File: config.mk
export PLATFORM = sky130hd
export DESIGN_NAME = busglue_top
export DESIGN_NICKNAME = d
export VERILOG_FILES = /design/src/rtl/busglue_pkg.sv /design/src/rtl/bg_rst_sync.sv /design/src/rtl/bg_region_decode.sv /design/src/rtl/bg_access_classify.sv /design/src/rtl/bg_term_seq.sv /design/src/rtl/busglue_top.sv
export SDC_FILE = /design/constraint.sdc
export NUM_CORES = 1
export LEC_CHECK = 0
export ABC_AREA = 1
export BUFFER_PORTS_ARGS = -buffer_cell sky130_fd_sc_hd__buf_2
export CAP_MARGIN = 10
export CORE_MARGIN = 1.5
export CORE_UTILIZATION = 37
export CTS_CLUSTER_SIZE = 28
export DETAILED_ROUTE_END_ITERATION = 8
export GPL_TIMING_DRIVEN = 0
export PLACE_DENSITY_LB_ADDON = 0.05
export REMOVE_ABC_BUFFERS = 1
export SYNTH_ARGS = -nofsm -noshare
export SYNTH_HDL_FRONTEND = slang
export SYNTH_SLANG_ARGS = --single-unit
File: constraint.sdc
create_clock -name clk -period 1.6 [get_ports clk]
set_input_delay 0.08 -clock clk [delete_from_list [all_inputs] [get_ports clk]]
set_output_delay 0.08 -clock clk [all_outputs]
set_load 0.03 [all_outputs]
File: src/rtl/busglue_pkg.sv
package busglue_pkg;

  localparam logic [1:0] SZ_LONG   = 2'b00;
  localparam logic [1:0] SZ_BYTE   = 2'b01;
  localparam logic [1:0] SZ_WORD   = 2'b10;
  localparam logic [1:0] SZ_TRIPLE = 2'b11;

  localparam logic [2:0] SPACE_CPU = 3'b111;
  localparam logic [3:0] CPU_IACK  = 4'hF;

  localparam int NUM_WIN = 3;
  localparam int WIN_ROM = 0;
  localparam int WIN_RAM = 1;
  localparam int WIN_SLOW = 2;

  typedef enum logic [2:0] {
    AC_TIMEOUT,
    AC_ROM,
    AC_RAM,
    AC_SLOW_FIRST,
    AC_SLOW_GAP,
    AC_AUTOVEC,
    AC_FAULT
  } acc_e;

  typedef enum logic [1:0] {
    ST_IDLE,
    ST_WAIT,
    ST_HOLD
  } seq_e;

  // active-high internal view of the registered outputs
  typedef struct packed {
    logic rom;
    logic ram;
    logic slow;
    logic ack_hi;
    logic ack_lo;
    logic fault;
    logic avec;
  } drive_t;

endpackage

File: src/rtl/bg_rst_sync.sv
module bg_rst_sync (
  input  logic clk,
  input  logic arst_n,
  output logic srst_n
);

  logic [1:0] stage_q;

  always_ff @(posedge clk or negedge arst_n) begin
    if (!arst_n) stage_q <= 2'b00;
    else         stage_q <= {stage_q[0], 1'b1};
  end

  assign srst_n = stage_q[1];

endmodule

File: src/rtl/bg_region_decode.sv
module bg_region_decode #(
  parameter logic [31:0] ROM_BASE   = 32'h0000_0000,
  parameter logic [31:0] ROM_BYTES  = 32'h0004_0000,
  parameter logic [31:0] RAM_BASE   = 32'h2000_0000,
  parameter logic [31:0] RAM_BYTES  = 32'h0004_0000,
  parameter logic [31:0] SLOW_BASE  = 32'hA000_0000,
  parameter logic [31:0] SLOW_BYTES = 32'h0000_0040
) (
  input  logic [31:0]                    addr,
  output logic [busglue_pkg::NUM_WIN-1:0] hit
);

  localparam int NW = busglue_pkg::NUM_WIN;
  localparam logic [31:0] W_BASE [NW] = '{ROM_BASE, RAM_BASE, SLOW_BASE};
  localparam logic [31:0] W_SPAN [NW] = '{ROM_BYTES, RAM_BYTES, SLOW_BYTES};

  // windows are power-of-two sized and aligned to their size
  for (genvar g = 0; g < NW; g++) begin : g_win
    localparam logic [31:0] KEEP = ~(W_SPAN[g] - 32'd1);
    assign hit[g] = ((addr & KEEP) == W_BASE[g]);
  end

endmodule

File: src/rtl/bg_access_classify.sv
module bg_access_classify #(
  parameter logic [2:0] IRQ_LEVEL = 3'd2
) (
  input  logic [busglue_pkg::NUM_WIN-1:0] hit,
  input  logic [1:0]                      xfer_size,
  input  logic                            rd,
  input  logic [2:0]                      space_code,
  input  logic                            a1,
  input  logic [2:0]                      iack_level,
  input  logic [3:0]                      cpu_type,
  input  logic                            gap_armed,
  input  logic                            gap_rd,
  output busglue_pkg::acc_e               cls
);

  import busglue_pkg::*;

  logic cpu_space;
  logic first_shape;
  logic gap_shape;

  assign cpu_space   = (space_code == SPACE_CPU);
  assign first_shape = (xfer_size == SZ_LONG) && !a1;
  assign gap_shape   = (xfer_size == SZ_WORD) && a1 && gap_armed && (gap_rd == rd);

  always_comb begin
    cls = AC_TIMEOUT;
    if (cpu_space) begin
      if (cpu_type == CPU_IACK) begin
        cls = (iack_level == IRQ_LEVEL) ? AC_AUTOVEC : AC_FAULT;
      end
    end else if (hit[WIN_ROM]) begin
      cls = rd ? AC_ROM : AC_TIMEOUT;
    end else if (hit[WIN_RAM]) begin
      cls = AC_RAM;
    end else if (hit[WIN_SLOW]) begin
      if (first_shape)    cls = AC_SLOW_FIRST;
      else if (gap_shape) cls = AC_SLOW_GAP;
      else                cls = AC_FAULT;
    end
  end

endmodule

File: src/rtl/bg_term_seq.sv
module bg_term_seq #(
  parameter int DUMMY_WAIT = 3,
  parameter int TIMEOUT    = 16
) (
  input  logic                  clk,
  input  logic                  rst_n,
  input  logic                  strobe_n,
  input  logic                  rd,
  input  busglue_pkg::acc_e     cls,
  output busglue_pkg::drive_t   drive,
  output logic                  gap_armed,
  output logic                  gap_rd
);

  import busglue_pkg::*;

  localparam int MAXW = (TIMEOUT > DUMMY_WAIT) ? TIMEOUT : DUMMY_WAIT;
  localparam int CW   = $clog2(MAXW + 1);
  localparam logic [CW-1:0] GAP_LOAD = (DUMMY_WAIT > 0) ? CW'(DUMMY_WAIT - 1) : '0;
  localparam logic [CW-1:0] TMO_LOAD = CW'(TIMEOUT - 1);

  seq_e          st_q, st_d;
  logic [CW-1:0] cnt_q, cnt_d;
  logic          cnt_en;
  drive_t        out_q, out_d;
  drive_t        tgt_q, tgt_d;
  logic          arm_q, arm_d;
  logic          ard_q, ard_d;

  always_comb begin
    st_d   = st_q;
    cnt_d  = cnt_q;
    cnt_en = 1'b0;
    out_d  = out_q;
    tgt_d  = tgt_q;
    arm_d  = arm_q;
    ard_d  = ard_q;
    unique case (st_q)
      ST_IDLE: begin
        out_d = '0;
        if (!strobe_n) begin
          arm_d = (cls == AC_SLOW_FIRST);
          ard_d = rd;
          tgt_d = '0;
          st_d  = ST_HOLD;
          unique case (cls)
            AC_ROM: begin
              out_d.rom    = 1'b1;
              out_d.ack_hi = 1'b1;
              out_d.ack_lo = 1'b1;
            end
            AC_RAM: begin
              out_d.ram    = 1'b1;
              out_d.ack_hi = 1'b1;
              out_d.ack_lo = 1'b1;
            end
            AC_SLOW_FIRST: begin
              out_d.slow   = 1'b1;
              out_d.ack_hi = 1'b1;
            end
            AC_SLOW_GAP: begin
              tgt_d.ack_hi = 1'b1;
              if (DUMMY_WAIT == 0) begin
                out_d = tgt_d;
              end else begin
                cnt_d  = GAP_LOAD;
                cnt_en = 1'b1;
                st_d   = ST_WAIT;
              end
            end
            AC_AUTOVEC: out_d.avec  = 1'b1;
            AC_FAULT:   out_d.fault = 1'b1;
            default: begin
              tgt_d.fault = 1'b1;
              cnt_d       = TMO_LOAD;
              cnt_en      = 1'b1;
              st_d        = ST_WAIT;
            end
          endcase
        end
      end
      ST_WAIT: begin
        if (strobe_n) begin
          out_d = '0;
          st_d  = ST_IDLE;
        end else if (cnt_q == '0) begin
          out_d = tgt_q;
          st_d  = ST_HOLD;
        end else begin
          cnt_d  = cnt_q - 1'b1;
          cnt_en = 1'b1;
        end
      end
      ST_HOLD: begin
        if (strobe_n) begin
          out_d = '0;
          st_d  = ST_IDLE;
        end
      end
      default: begin
        out_d = '0;
        st_d  = ST_IDLE;
      end
    endcase
  end

  always_ff @(posedge clk or negedge rst_n) begin
    if (!rst_n) begin
      st_q  <= ST_IDLE;
      cnt_q <= '0;
      out_q <= '0;
      tgt_q <= '0;
      arm_q <= 1'b0;
      ard_q <= 1'b0;
    end else begin
      st_q  <= st_d;
      out_q <= out_d;
      tgt_q <= tgt_d;
      arm_q <= arm_d;
      ard_q <= ard_d;
      if (cnt_en) cnt_q <= cnt_d;
    end
  end

  assign drive     = out_q;
  assign gap_armed = arm_q;
  assign gap_rd    = ard_q;

  AST_RELEASE_ON_STROBE: assert property (@(posedge clk) disable iff (!rst_n)
    (strobe_n && $past(strobe_n)) |-> (out_q == '0));
  AST_WAIT_IS_QUIET: assert property (@(posedge clk) disable iff (!rst_n)
    (st_q == ST_WAIT) |-> (out_q == '0));
  AST_FAULT_FROM_WAIT: assert property (@(posedge clk) disable iff (!rst_n)
    ($past(st_q) == ST_WAIT && st_q == ST_HOLD) |-> (out_q.fault || out_q.ack_hi));

endmodule

File: src/rtl/busglue_top.sv
module busglue_top #(
  parameter logic [31:0] ROM_BASE   = 32'h0000_0000,
  parameter logic [31:0] ROM_BYTES  = 32'h0004_0000,
  parameter logic [31:0] RAM_BASE   = 32'h2000_0000,
  parameter logic [31:0] RAM_BYTES  = 32'h0004_0000,
  parameter logic [31:0] SLOW_BASE  = 32'hA000_0000,
  parameter logic [31:0] SLOW_BYTES = 32'h0000_0040,
  parameter logic [2:0]  IRQ_LEVEL  = 3'd2,
  parameter int          DUMMY_WAIT = 3,
  parameter int          TIMEOUT    = 16
) (
  input  logic        clk,
  input  logic        rst_n,
  input  logic        strobe_n,
  input  logic [31:0] addr,
  input  logic [1:0]  xfer_size,
  input  logic        rd,
  input  logic [2:0]  space_code,
  output logic        sel_rom_n,
  output logic        sel_ram_n,
  output logic        sel_slow_n,
  output logic [1:0]  port_ack_n,
  output logic        bus_fault_n,
  output logic        autovec_n
);

  import busglue_pkg::*;

  logic               srst_n;
  logic [NUM_WIN-1:0] hit;
  acc_e               cls;
  drive_t             drive;
  logic               gap_armed;
  logic               gap_rd;

  bg_rst_sync u_rst (
    .clk    (clk),
    .arst_n (rst_n),
    .srst_n (srst_n)
  );

  bg_region_decode #(
    .ROM_BASE   (ROM_BASE),
    .ROM_BYTES  (ROM_BYTES),
    .RAM_BASE   (RAM_BASE),
    .RAM_BYTES  (RAM_BYTES),
    .SLOW_BASE  (SLOW_BASE),
    .SLOW_BYTES (SLOW_BYTES)
  ) u_dec (
    .addr (addr),
    .hit  (hit)
  );

  bg_access_classify #(
    .IRQ_LEVEL (IRQ_LEVEL)
  ) u_cls (
    .hit        (hit),
    .xfer_size  (xfer_size),
    .rd         (rd),
    .space_code (space_code),
    .a1         (addr[1]),
    .iack_level (addr[3:1]),
    .cpu_type   (addr[19:16]),
    .gap_armed  (gap_armed),
    .gap_rd     (gap_rd),
    .cls        (cls)
  );

  bg_term_seq #(
    .DUMMY_WAIT (DUMMY_WAIT),
    .TIMEOUT    (TIMEOUT)
  ) u_seq (
    .clk       (clk),
    .rst_n     (srst_n),
    .strobe_n  (strobe_n),
    .rd        (rd),
    .cls       (cls),
    .drive     (drive),
    .gap_armed (gap_armed),
    .gap_rd    (gap_rd)
  );

  assign sel_rom_n   = ~drive.rom;
  assign sel_ram_n   = ~drive.ram;
  assign sel_slow_n  = ~drive.slow;
  assign port_ack_n  = ~{drive.ack_hi, drive.ack_lo};
  assign bus_fault_n = ~drive.fault;
  assign autovec_n   = ~drive.avec;

  AST_SLOW_SEL_FIRST_ONLY: assert property (@(posedge clk) disable iff (!rst_n)
    (!sel_slow_n && !strobe_n) |-> (xfer_size == SZ_LONG && !addr[1]));
  AST_SLOW_ACK_16: assert property (@(posedge clk) disable iff (!rst_n)
    (!sel_slow_n) |-> (port_ack_n == 2'b01));
  AST_ROM_READ_ONLY: assert property (@(posedge clk) disable iff (!rst_n)
    (!sel_rom_n && !strobe_n) |-> rd);
  AST_AUTOVEC_NO_SEL: assert property (@(posedge clk) disable iff (!rst_n)
    (!autovec_n) |-> (sel_rom_n && sel_ram_n && sel_slow_n && port_ack_n == 2'b11));
  AST_FAULT_ALONE: assert property (@(posedge clk) disable iff (!rst_n)
    (!bus_fault_n) |-> (sel_rom_n && sel_ram_n && sel_slow_n && port_ack_n == 2'b11 && autovec_n));
  AST_NO_CPU_SPACE_SEL: assert property (@(posedge clk) disable iff (!rst_n)
    (!strobe_n && space_code == SPACE_CPU) |=> (sel_rom_n && sel_ram_n && sel_slow_n));

endmodule

==> results.md, run 1 <==
- Outcome: complete, but fails checks
- Failing checks: negative setup slack
- Worst hold slack: between 0.08 and 0.09 ns
- Slew at the pin closest to its max-slew limit: 0.7295 ns
- RSZ-0062 raised after global routing: true
- Yosys warnings: 0
- DIE WIDTH: approximately 67 um
- Placed cells: about 300
- Worst slew margin: 0.5136
- Initial Utilization: 0.3831
- Boundary Pins: 48
- Initial antenna violation count: 0
- Fraction of layout cells with a size suffix above 1: 0.4164
- Non-Filler Instances: approximately 320
- # diodes: 0
- Max VDD drop: between 0.7 and 0.8 mV
- Number of synthesized register bits: 20
- Arrival @ worst endpoint: between 1.5 and 2 ns
- Post-Syn Area: 0.001521 mm2
- DIE AREA: 0.004506 mm2
- Crit Path Max Fanout: 5
- First-pass GRT wire length: roughly 5700 um
- Mapped Cells: approximately 210
- Seq/Total Area, Yosys: 0.3289
- Die Y: roughly 67 um
- GRT overflow: 0
- R2r endpoint: u_seq.cnt_q[3]$_DFFE_PN0P_
- Setup Viol. Count Final: 16
- R2R Setup Slk: -0.19 ns
- Largest stage delay on the critical path: between 0.3 and 0.4 ns
- Core Region: between 0.003 and 0.004 mm2
- CP most frequent cell: nand2_1
- Worst-Skew Late Latency: 0.26 ns
- I/O Buffers: 44
- Via count: 1,404
- Pre-Repair DR Iteration Count: 4
- Post-layout util: 0.5239
- Crit end category: register
- R2R cell count: 11
- GRT Util Overall: 0.1659
- DR vias/cell: 4.401
- Layout Cell Area excl Fill: roughly 0.0021 mm2
- DRC errors left: 0
- Final hold violation count: 0
- Root buffer cell: clkbuf_8
- Fmax: about 0.56 GHz
- P per Cell Area: approximately 1100 mW/mm2
- Final net count: 316
- Startpoint Class: register
- Worst reg2reg startpoint: u_seq.gap_rd$_DFFE_PN0P_
- Clock period minus worst slack: 1.788 ns
- Clock skew: 0.002687 ns
- WS Path Type: register to register
- Placer congestion estimate: 0.7511
- Max Cap Viol: 0
- Pin count of the biggest net entering global routing: 19
- Average size of a mapped cell: just over 7 um2
- CP Data Required Time: roughly 1.8 ns
- Worst setup path end: u_seq.cnt_q[3]$_DFFE_PN0P_
- Dpl hpwl: 2600 um
- CP cell instances: or2_1, a21oi_2, nand2_1, nand2_1, nand2_1, nand2_2, inv_4, ha_4, nand3_4, nand2_4, o21ai_2
- Clock transition at the registers of the reported paths: roughly 0.080 ns
- Final WS setup: -0.1882 ns
- Post-Route WL: about 3300 um
- Synthesis-to-layout area growth: 36.76%
- Iter 0 DRT Violations: 46
- TritonCTS clock tree: yes
- Placed cell area: around 0.0018 mm2
- Synth cell types: 26
- Htree depth: 1
- CP Launch Point: u_seq.gap_rd$_DFFE_PN0P_
- Final ANT Viol Nets: 0
- CP max stage cell: dfrtp_1
- TNS Setup: -1.902 ns
- Worst min-delay path class: input port to register
- Leak: between 1 and 1.5 nW
- Vias in the first global route: approximately 1,300
- Clock Sink Count: 20
- CTS max path bufs: 2
- DR WL/cell: 10.48 um
- FP Rows: 23
- Final period utilization: 1.118
- Fin. max-slew vios: 0
- TritonCTS buffer count: 3
## flip-flops by register name (all words and copies together) (netlist names)
name             flops
u_rst.stage_q        2
u_seq.gap_rd         1
u_seq.cnt_q          5
u_seq.tgt_q          2
u_seq.gap_armed      1
u_seq.drive          7
u_seq.st_q           2
## layer usage
layer | up-vias | GRT usage | part of all wire
met1 | 599 | 0.2097 | 0.49
li1 | 776 | - | -
met3 | 4 | 0.03547 | 0.045
met5 | - | 0 | 0
met4 | 0 | 0.04592 | 0.011
met2 | 25 | 0.2834 | 0.46
## worst min path at each step
stage	to	startpoint	slack, ns	depth (start not counted)
after floorplan	u_rst.stage_q[0]$_DFF_PN0_	rst_n	-0.22	0
after global placement	u_rst.stage_q[0]$_DFF_PN0_	rst_n	-0.13	1
after detailed placement	u_rst.stage_q[0]$_DFF_PN0_	rst_n	-0.13	1
after CTS	u_seq.gap_rd$_DFFE_PN0P_	rd	0.08	3
after global routing	u_seq.gap_rd$_DFFE_PN0P_	rd	0.1	3
final	u_seq.gap_rd$_DFFE_PN0P_	rd	0.08	3
## report_power, final
group / switching, W / total [W] / internal, W / leakage, nW
combinational: 0.000650 / 0.00104 / 0.000385 / 0.723
sequential: 0.0000730 / 0.000709 / 0.000636 / 0.258
clock: 0.000177 / 0.000511 / 0.000334 / 0.0357
## cell usage after synthesis, drive strengths merged
library cell | n | area (um2)
nand2 | 68 | 329.1
nor2 | 35 | 180.2
inv | 32 | 120.1
dfrtp | 20 | 500.5
o21ai | 16 | 98.84
nand3 | 12 | 97.59
nand4 | 6 | 37.54
a21oi | 5 | 32.53
ha | 5 | 62.56
nor3 | 3 | 15.01
or2 | 3 | 18.77
conb | 1 | 3.750
o2111ai | 1 | 8.760
o211ai | 1 | 7.510
xor2 | 1 | 8.760
## what timing repair did
action | 4_1_cts | 5_1_grt
hold buffers | 1 | 0
hold endpoints to repair | 2 | 0
gates cloned | 1 | 0
resized for setup | 13 | 13
pin swaps | 11 | 3
endpoints found under the setup margin | 16 | 17
buffers inserted | 7 | 3
## cells in the final DEF, fill, tap and decap left out, types with 6 or more instances in the layout
cell     count
o21ai_2      6
buf_2       44
nand4_1      6
nand2_2     11
nand2_1     51
nand3_1      8
inv_1       27
dfrtp_1     20
buf_4        7
o21ai_1      6
nand2_4      6
nor2_1      22
nor2_2      10
## cells by family after synthesis
| family | Yosys count | share of synthesized area |
|---|---|---|
| other cells | 1 | 0.002465 |
| buf+inv | 32 | 0.07894 |
| fa+ha+maj | 5 | 0.04112 |
| simple gates | 127 | 0.4457 |
| flops | 20 | 0.3289 |
| xor+xnor | 1 | 0.005758 |
| compound gates | 23 | 0.09704 |
## worst max-delay path: cells and delay by family (launching register included)
kind / cells / cell delay (ns)
flops: 1 / 0.38
simple gates: 7 / 0.77
compound gates: 2 / 0.19
fa+ha+maj: 1 / 0.28
buf+inv: 1 / 0.07
## area by class of cell
| class | count | area [um2] |
|---|---|---|
| clock inverters | 1 | 30.03 |
| clock buffers | 3 | 41.29 |
| inverters | 32 | 122.6 |
| fillers | 399 | 1891 |
| well taps | 50 | 62.56 |
| flip-flops and latches | 20 | 500.5 |
| repair buffers | 55 | 316.6 |
| multi-input cells | 158 | 1007 |
## stage by stage
stage,worst slack (ns),power [W]
after floorplan,-0.1902,0.001439
after global placement,-0.5620,0.001635
after detailed placement,-0.5540,0.001652
after CTS,-0.1727,0.002246
after global routing,-0.3162,0.002454
final,-0.1882,0.002256
(Power assumes the default switching activity.)
==> inputs of run 2 (changes only) <==
--- a/config.mk
+++ b/config.mk
@@ -8,12 +8,13 @@
 export ABC_AREA = 1
 export BUFFER_PORTS_ARGS = -buffer_cell sky130_fd_sc_hd__buf_2
 export CAP_MARGIN = 10
+export CORE_ASPECT_RATIO = 1.4
 export CORE_MARGIN = 1.5
 export CORE_UTILIZATION = 37
 export CTS_CLUSTER_SIZE = 28
 export DETAILED_ROUTE_END_ITERATION = 8
 export GPL_TIMING_DRIVEN = 0
-export PLACE_DENSITY_LB_ADDON = 0.05
+export PLACE_DENSITY = 0.7
 export REMOVE_ABC_BUFFERS = 1
 export SYNTH_ARGS = -nofsm -noshare
 export SYNTH_HDL_FRONTEND = slang
==> run 2 against run 1 <==
Net effect: the run still ends with negative setup slack left; utilization shrank 0.83 points; highest routed layer unchanged; critical path type unchanged; design area decreased by 2.0%; combinational power is essentially flat; power hardly changed; via count is 8.8% higher.
==> results.md, run 2 (same netlist as run 1, synthesis figures left out) <==
- Outcome: complete, but fails checks
- Failing checks: negative setup slack
- Clock Sink Count: 20 (unchanged)
- DRC errors left: 0 (unchanged)
- Final WS setup: -0.2368 ns (-0.04859 ns)
- Arrival @ worst endpoint: 2.04 ns (+0.09 ns)
- TritonCTS clock tree: yes
- Startpoint Class: register
- Worst setup slack after placement: -0.5158 ns (+0.03816 ns)
- R2R cell count: 12 (+1)
- P per Cell Area: 1107 mW/mm2 (+2.1%)
- Final hold violation count: 0 (unchanged)
- CTS max path bufs: 2 (unchanged)
- Die Y: 78.88 um (+18%)
- Htree depth: 1 (unchanged)
- Commonest non-fill, non-tap cell in the layout: nand2_1
- Fill cell count: 391 (-2.0%)
- Crit Path Max Fanout: 5 (unchanged)
- TritonCTS buffer count: 3 (unchanged)
- DR vias/cell: 4.913 (+12%)
- Core Region: 0.003953 mm2 (-0.47%)
- Fin. max-slew vios: 0 (unchanged)
- Iter 0 DRT Violations: 62 (+35%)
- Setup Viol. Count Final: 15 (-1)
- First-pass GRT wire length: 5761 um (+1.5%)
- FP Rows: 27 (+17%)
- Most frequent cells in the layout: 48 x nand2_1, 44 x buf_2, 27 x inv_1
- Clock skew: 0.003526 ns (+0.0008394 ns)
- Clock period minus worst slack: 1.837 ns (+0.04859 ns)
- Via count: 1,528 (+8.8%)
- Fmax: 0.5444 GHz (-2.6%)
- Worst min-delay path class: input port to register
- Vias in the first global route: 1,464 (+11%)
- I/O Buffers: 44 (unchanged)
- WS Path Type: register to register
- RSZ-0062 raised after global routing: true
- Boundary Pins: 48 (unchanged)
- Pin count of the biggest net entering global routing: 19 (unchanged)
- Register area: 500.5 um2 (unchanged)
- Synthesis-to-layout area growth: 33.96%
- GRT overflow: 0 (unchanged)
- Max Cap Viol: 0 (unchanged)
- Clock transition at the registers of the reported paths: 0.07 ns (about the same)
- Leak: 1.007 nW (-0.88%)
- Final ANT Viol Nets: 0 (unchanged)
- Dpl hpwl: 2603 um (+0.12%)
- Pre-Repair DR Iteration Count: 4 (unchanged)
- Worst-Skew Late Latency: 0.26 ns (about the same)
- # diodes: 0 (unchanged)
- Root buffer cell: clkbuf_8
- Slew at the pin closest to its max-slew limit: 0.7118 ns (-0.01774 ns)
- R2R Setup Slk: -0.24 ns (-0.05 ns)
- Worst reg2reg startpoint: u_seq.gap_rd$_DFFE_PN0P_
- CP Data Required Time: 1.80 ns (+0.04 ns)
- DIE AREA: 0.004511 mm2 (+0.12%)
- Number of flip-flops under the largest register name: 7 (unchanged)
- Post-Route WL: 3586 um (+7.2%)
- Worst slew margin: 0.5255 (+0.01183)
- R2r endpoint: u_seq.cnt_q[0]$_DFFE_PN0P_
- Placer congestion estimate: 0.8187 (+9.0%)
- GRT Util Overall: 0.1605 (-0.005420)
- Multi-input gate area: 992.2 um2 (-1.5%)
- Final net count: 315 (-0.32%)
- TNS Setup: -2.107 ns (-0.2052 ns)
- Worst setup path end: u_seq.cnt_q[0]$_DFFE_PN0P_
- DR WL/cell: 11.53 um (+10%)
- Max VDD drop: 0.7698 mV (+6.6%)
- Crit end category: register
- DIE WIDTH: 57.20 um (-15%)
- Fraction of layout cells with a size suffix above 1: 0.4179 (+0.001554)
- Final period utilization: 1.148 (+0.03037)
- Initial antenna violation count: 0 (unchanged)
- CP Launch Point: u_seq.gap_rd$_DFFE_PN0P_
- Initial Utilization: 0.3849 (+0.001819)
## run 2: report_power, final
part           switching [W]  internal (W)
registers          0.0000781      0.000637
logic               0.000655      0.000385
clock network       0.000167      0.000334
total               0.000901       0.00136
## run 2: worst min path at each step
stage | startpoint | to | slack [ns] | cells after the start
after floorplan | rst_n | u_rst.stage_q[0]$_DFF_PN0_ | -0.22 | 0
after global placement | rst_n | u_rst.stage_q[1]$_DFF_PN0_ | -0.13 | 1
after detailed placement | rst_n | u_rst.stage_q[1]$_DFF_PN0_ | -0.13 | 1
after CTS | rd | u_seq.gap_rd$_DFFE_PN0P_ | 0.09 | 3
after global routing | rd | u_seq.gap_rd$_DFFE_PN0P_ | 0.12 | 3
final | rd | u_seq.gap_rd$_DFFE_PN0P_ | 0.09 | 3
## run 2: layout make-up
class | count | area share
clock inverters | 1 | 0.01473
inverters | 32 | 0.06016
well taps | 43 | 0.02640
flip-flops and latches | 20 | 0.2455
clock buffers | 3 | 0.02026
repair buffers | 54 | 0.1461
multi-input cells | 158 | 0.4868
## run 2: timing repair
item | 4_1_cts | 5_1_grt
setup endpoints to repair | 16 | 17
cloned | 1 | 0
endpoints found under the hold margin | 2 | 0
buffers inserted | 5 | 4
hold buffers | 1 | 0
gates resized for setup | 10 | 13
pin swaps | 7 | 5
## run 2: critical path, cell delays in order (launching register included)
cell and delay [ns]:
dfrtp_1 0.37, or2_1 0.21, a21oi_1 0.15, nand2_1 0.08, nand2_2 0.08, nand2_2 0.07, nand2_4 0.10, inv_4 0.06
ha_4 0.29, nand3_4 0.12, nand2_4 0.14, nand2_2 0.06, nand2_2 0.05
## run 2: per-layer routing
metal  up-vias  track usage  part of all wire  wire length (um)
met5         -            0                 0                 0
met1       690       0.1631              0.37              1314
met4         0      0.07209             0.049               175
met3        15      0.01792             0.050               180
li1        775            -                 -                 -
met2        48       0.3161              0.53              1916
## run 2: stage by stage
stage | area (um2) | util | hold WS, ns | cells | total power (W)
6_report | 2038 | 0.5157 | 0.08695 | 311 | 0.002256
5_1_grt | 2038 | 0.5157 | 0.1239 | 311 | 0.002436
4_1_cts | 1971 | 0.4986 | 0.08518 | 307 | 0.002218
3_5_place_dp | 1795 | 0.4543 | -0.1341 | 296 | 0.001640
3_3_place_gp | 1795 | 0.4543 | -0.1347 | 296 | 0.001612
2_1_floorplan | 1521 | - | -0.2156 | 209 | 0.001439
==> inputs of run 3 (changes only) <==
--- a/config.mk
+++ b/config.mk
@@ -5,16 +5,15 @@
 export SDC_FILE = /design/constraint.sdc
 export NUM_CORES = 1
 export LEC_CHECK = 0
-export ABC_AREA = 1
 export BUFFER_PORTS_ARGS = -buffer_cell sky130_fd_sc_hd__buf_2
 export CAP_MARGIN = 10
 export CORE_ASPECT_RATIO = 1.4
-export CORE_MARGIN = 1.5
 export CORE_UTILIZATION = 37
 export CTS_CLUSTER_SIZE = 28
 export DETAILED_ROUTE_END_ITERATION = 8
 export GPL_TIMING_DRIVEN = 0
-export PLACE_DENSITY = 0.7
+export HOLD_SLACK_MARGIN = 0.02
+export PLACE_DENSITY = 0.72
 export REMOVE_ABC_BUFFERS = 1
 export SYNTH_ARGS = -nofsm -noshare
 export SYNTH_HDL_FRONTEND = slang
==> run 3 against run 2 <==
Net effect: the run still ends with negative setup slack left; design area increased by 1.4%; routed wire length decreased by 2.2%; largest power group is now sequential cells; clock skew decreased by 0.0023 ns.
==> results.md, run 3 <==
- Worst setup slack after placement: -1.652 ns (-1.136 ns)
- Worst reg2reg startpoint: u_seq.gap_rd$_DFFE_PN0P_
- WHS Path Cells: 2 (-1)
- Fraction of layout cells with a size suffix above 1: 0.5263 (+0.1084)
- Final ANT Viol Nets: 0 (unchanged)
- Initial antenna violation count: 0 (unchanged)
- Fin. max-slew vios: 0 (unchanged)
- # diodes: 0 (unchanged)
- DIE WIDTH: 51.83 um (-9.4%)
- Layout Cell Area excl Fill: 0.002066 mm2 (+1.4%)
- Yosys top cell by area: dfrtp_1
- Worst min-delay path class: input port to register
- Dpl hpwl: 2222 um (-15%)
- P per Cell Area: 708.1 mW/mm2 (-36%)
- Post-Route WL: 3508 um (-2.2%)
- Clock skew: 0.001251 ns (-0.002275 ns)
- CP Launch Point: addr[18]
- Largest family of logic cells by synthesized area: simple AND/OR/NAND/NOR gates
- Average size of a mapped cell: 9.321 um2 (+28%)
- Core Region: 0.003347 mm2 (-15%)
- Yosys warnings: 0 (unchanged)
- Worst setup path end: u_seq.cnt_q[1]$_DFFE_PN0P_
- CP Data Required Time: 1.76 ns (-0.04 ns)
- Tot Pwr: 0.001463 W (-35%)
- DR vias/cell: 5.454 (+11%)
- Post-synth EDFFs: 0 (unchanged)
- Seq/Total Area, Yosys: 0.3891 (+0.06016)
- Worst-Skew Late Latency: 0.26 ns (about the same)
- Most used DFF post-synth: dfrtp_1
- Top post-synthesis cells by count: 20 x dfrtp_1, 18 x nor2_1, 11 x inv_1, 6 x a21oi_1, 6 x a22o_1
- Hold path start: rd
- Clock Sink Count: 20 (unchanged)
- Startpoint Class: input port
- R2R Setup Slk: -0.70 ns (-0.46 ns)
- TritonCTS buffer count: 3 (unchanged)
- WS Path Type: input port to register
- Via count: 1,358 (-11%)
- Die Y: 71.76 um (-9.0%)
- Non-Filler Instances: 249 (-20%)
- Crit end category: register
- Number of flip-flops under the largest register name: 7 (unchanged)
- Root buffer cell: clkbuf_8
- Worst hold slack: 0.08575 ns (-0.001205 ns)
- Post-synth top area share: 0.3891 (+0.06016)
- Max VDD drop: 0.5133 mV (-33%)
- Post-Syn Area: 0.001286 mm2 (-15%)
- Mux contribution to synthesized area: 0.02432 (+0.02432)
- Crit Path Max Fanout: 6 (+1)
- Area contributors post-synth: dfrtp_1 39%, nor2_1 5.3%, ha_1 4.9%
- Setup Viol. Count Final: 17 (+2)
- Number of synthesized register bits: 20 (unchanged)
- Clock transition at the registers of the reported paths: 0.07 ns (about the same)
- Pin count of the biggest net entering global routing: 19 (unchanged)
- I/O Buffers: 44 (unchanged)
- Final period utilization: 1.449 (+0.3011)
- R2r endpoint: u_seq.cnt_q[1]$_DFFE_PN0P_
- Placed cell area: 0.001553 mm2 (-14%)
- Iter 0 DRT Violations: 19 (-69%)
- Synth Area in Simple Gates: 0.3220 (-0.1237)
- DR WL/cell: 14.09 um (+22%)
- DRC errors left: 0 (unchanged)
- GRT overflow: 0 (unchanged)
- RSZ-0062 raised after global routing: true
- Placed cells: 221 (-25%)
- GRT Util Overall: 0.1935 (+0.03305)
- Leak: 0.8803 nW (-13%)
- Complex-gate fraction of the synthesized area: 0.1683 (+0.07125)
- Vias in the first global route: 1,317 (-10%)
- Outcome: complete, but fails checks
- Final net count: 256 (-19%)
- Clock period minus worst slack: 2.319 ns (+0.4818 ns)
- Synth async-reset ratio: 1.000 (unchanged)
- Commonest non-fill, non-tap cell in the layout: buf_2
- Worst slew margin: 0.5090 (-0.01652)
- Placer congestion estimate: 0.7752 (-5.3%)
- DIE AREA: 0.003719 mm2 (-18%)
- Boundary Pins: 48 (unchanged)
- Final hold violation count: 0 (unchanged)
- Final WS setup: -0.7187 ns (-0.4818 ns)
- Mapped Cells: 138 (-34%)
- Arrival @ worst endpoint: 2.47 ns (+0.43 ns)
- CTS max path bufs: 2 (unchanged)
- Most frequent cell after synthesis: dfrtp_1
- R2R cell count: 12 (unchanged)
- Max Cap Viol: 0 (unchanged)
- Post-Synth Adder-Cell Area: 0.04864 (+0.007520)
- Synthesis-to-layout area growth: 60.60%
- Fmax: 0.4313 GHz (-21%)
- First-pass GRT wire length: 5547 um (-3.7%)
- Pre-Repair DR Iteration Count: 4 (unchanged)
- Failing checks: negative setup slack
- Initial Utilization: 0.3843 (-0.0006327)
- Post-synthesis xor/xnor area fraction: 0.006809 (+0.001053)
- Slew at the pin closest to its max-slew limit: 0.7366 ns (+0.02478 ns)
- Synth cell types: 46 (+77%)
- Htree depth: 1 (unchanged)
- FP Rows: 25 (-7.4%)
- TritonCTS clock tree: yes
- Most frequent cells in the layout: 38 x buf_2, 21 x buf_4, 20 x dfrtp_1
[run 3: cell types whose count changed in the layout (fill, tap and decap cells not counted), sizes merged, moves of 4 or more]
cell and delta:
o21ai -11, nand3 -7, a22o +6, nand2 -64, buf +14, nor4 +6
nor2 -16, inv -20, nor2b +4, nand2b +4
[run 3: layout make-up]
class	instances	area [um2]
Fill cell	274	1281
Multi-Input combinational cell	105	938.4
Sequential cell	20	500.5
Timing Repair Buffer	68	455.4
Inverter	12	50.05
Tap cell	40	50.05
Clock buffer	3	41.29
Clock inverter	1	30.03
[run 3: where the power goes]
part	total [W]	internal, W	leakage (nW)	switching [W]
logic	0.000362	0.000201	0.589	0.000160
clock network	0.000500	0.000334	0.0357	0.000166
registers	0.000602	0.000546	0.255	0.0000556
total	0.00146	0.00108	0.880	0.000382
[run 3: repair_timing]
item	in CTS	in global routing
endpoints found under the hold margin	2	0
pin swaps	23	10
endpoints found under the setup margin	17	17
buffers inserted	20	7
hold buffers	1	0
gates resized for setup	39	21
[run 3: stage by stage]
step	util	TNS, ns
after global routing	0.6172	-7.630
after global placement	0.4639	-17.06
after detailed placement	0.4639	-17.46
final	0.6172	-5.806
after floorplan	-	-7.569
after CTS	0.5798	-3.659
[run 3: worst max-delay path, cell delays in order]
cell	delay, ns
buf_8	0.10
nor4_4	0.35
nand4_2	0.19
o22a_1	0.26
a21oi_2	0.19
inv_2	0.08
ha_4	0.28
nor2_4	0.04
a2111oi_4	0.34
o21ai_2	0.13
buf_4	0.16
inv_4	0.07
and3_4	0.17
a21oi_2	0.03
[run 3: kinds of logic after synthesis]
group / after synthesis
and+or+nand+nor: 65
AOI/OAI and AO/OA: 30
DFF: 20
buffers and inverters: 13
adders and majority gates: 5
muxes: 3
other: 1
xor gates and xnor gates: 1
[run 3: how the worst min path moves through the flow]
stage / endpoint / slack [ns]
2_1_floorplan: u_rst.stage_q[0]$_DFF_PN0_ / -0.22
6_report: u_seq.gap_rd$_DFFE_PN0P_ / 0.09
3_5_place_dp: u_rst.stage_q[0]$_DFF_PN0_ / -0.13
3_3_place_gp: u_rst.stage_q[1]$_DFF_PN0_ / -0.14
4_1_cts: u_seq.gap_rd$_DFFE_PN0P_ / 0.08
5_1_grt: u_seq.gap_rd$_DFFE_PN0P_ / 0.08
[run 3: routing by layer]
layer / wire length [um] / vias up / part of all wire / track usage
met5: 0 / - / 0 / 0
met4: 116 / 0 / 0.033 / 0.08408
met3: 157 / 11 / 0.045 / 0.02335
met2: 1898 / 62 / 0.54 / 0.3504
met1: 1336 / 634 / 0.38 / 0.2193
li1: - / 651 / - / -
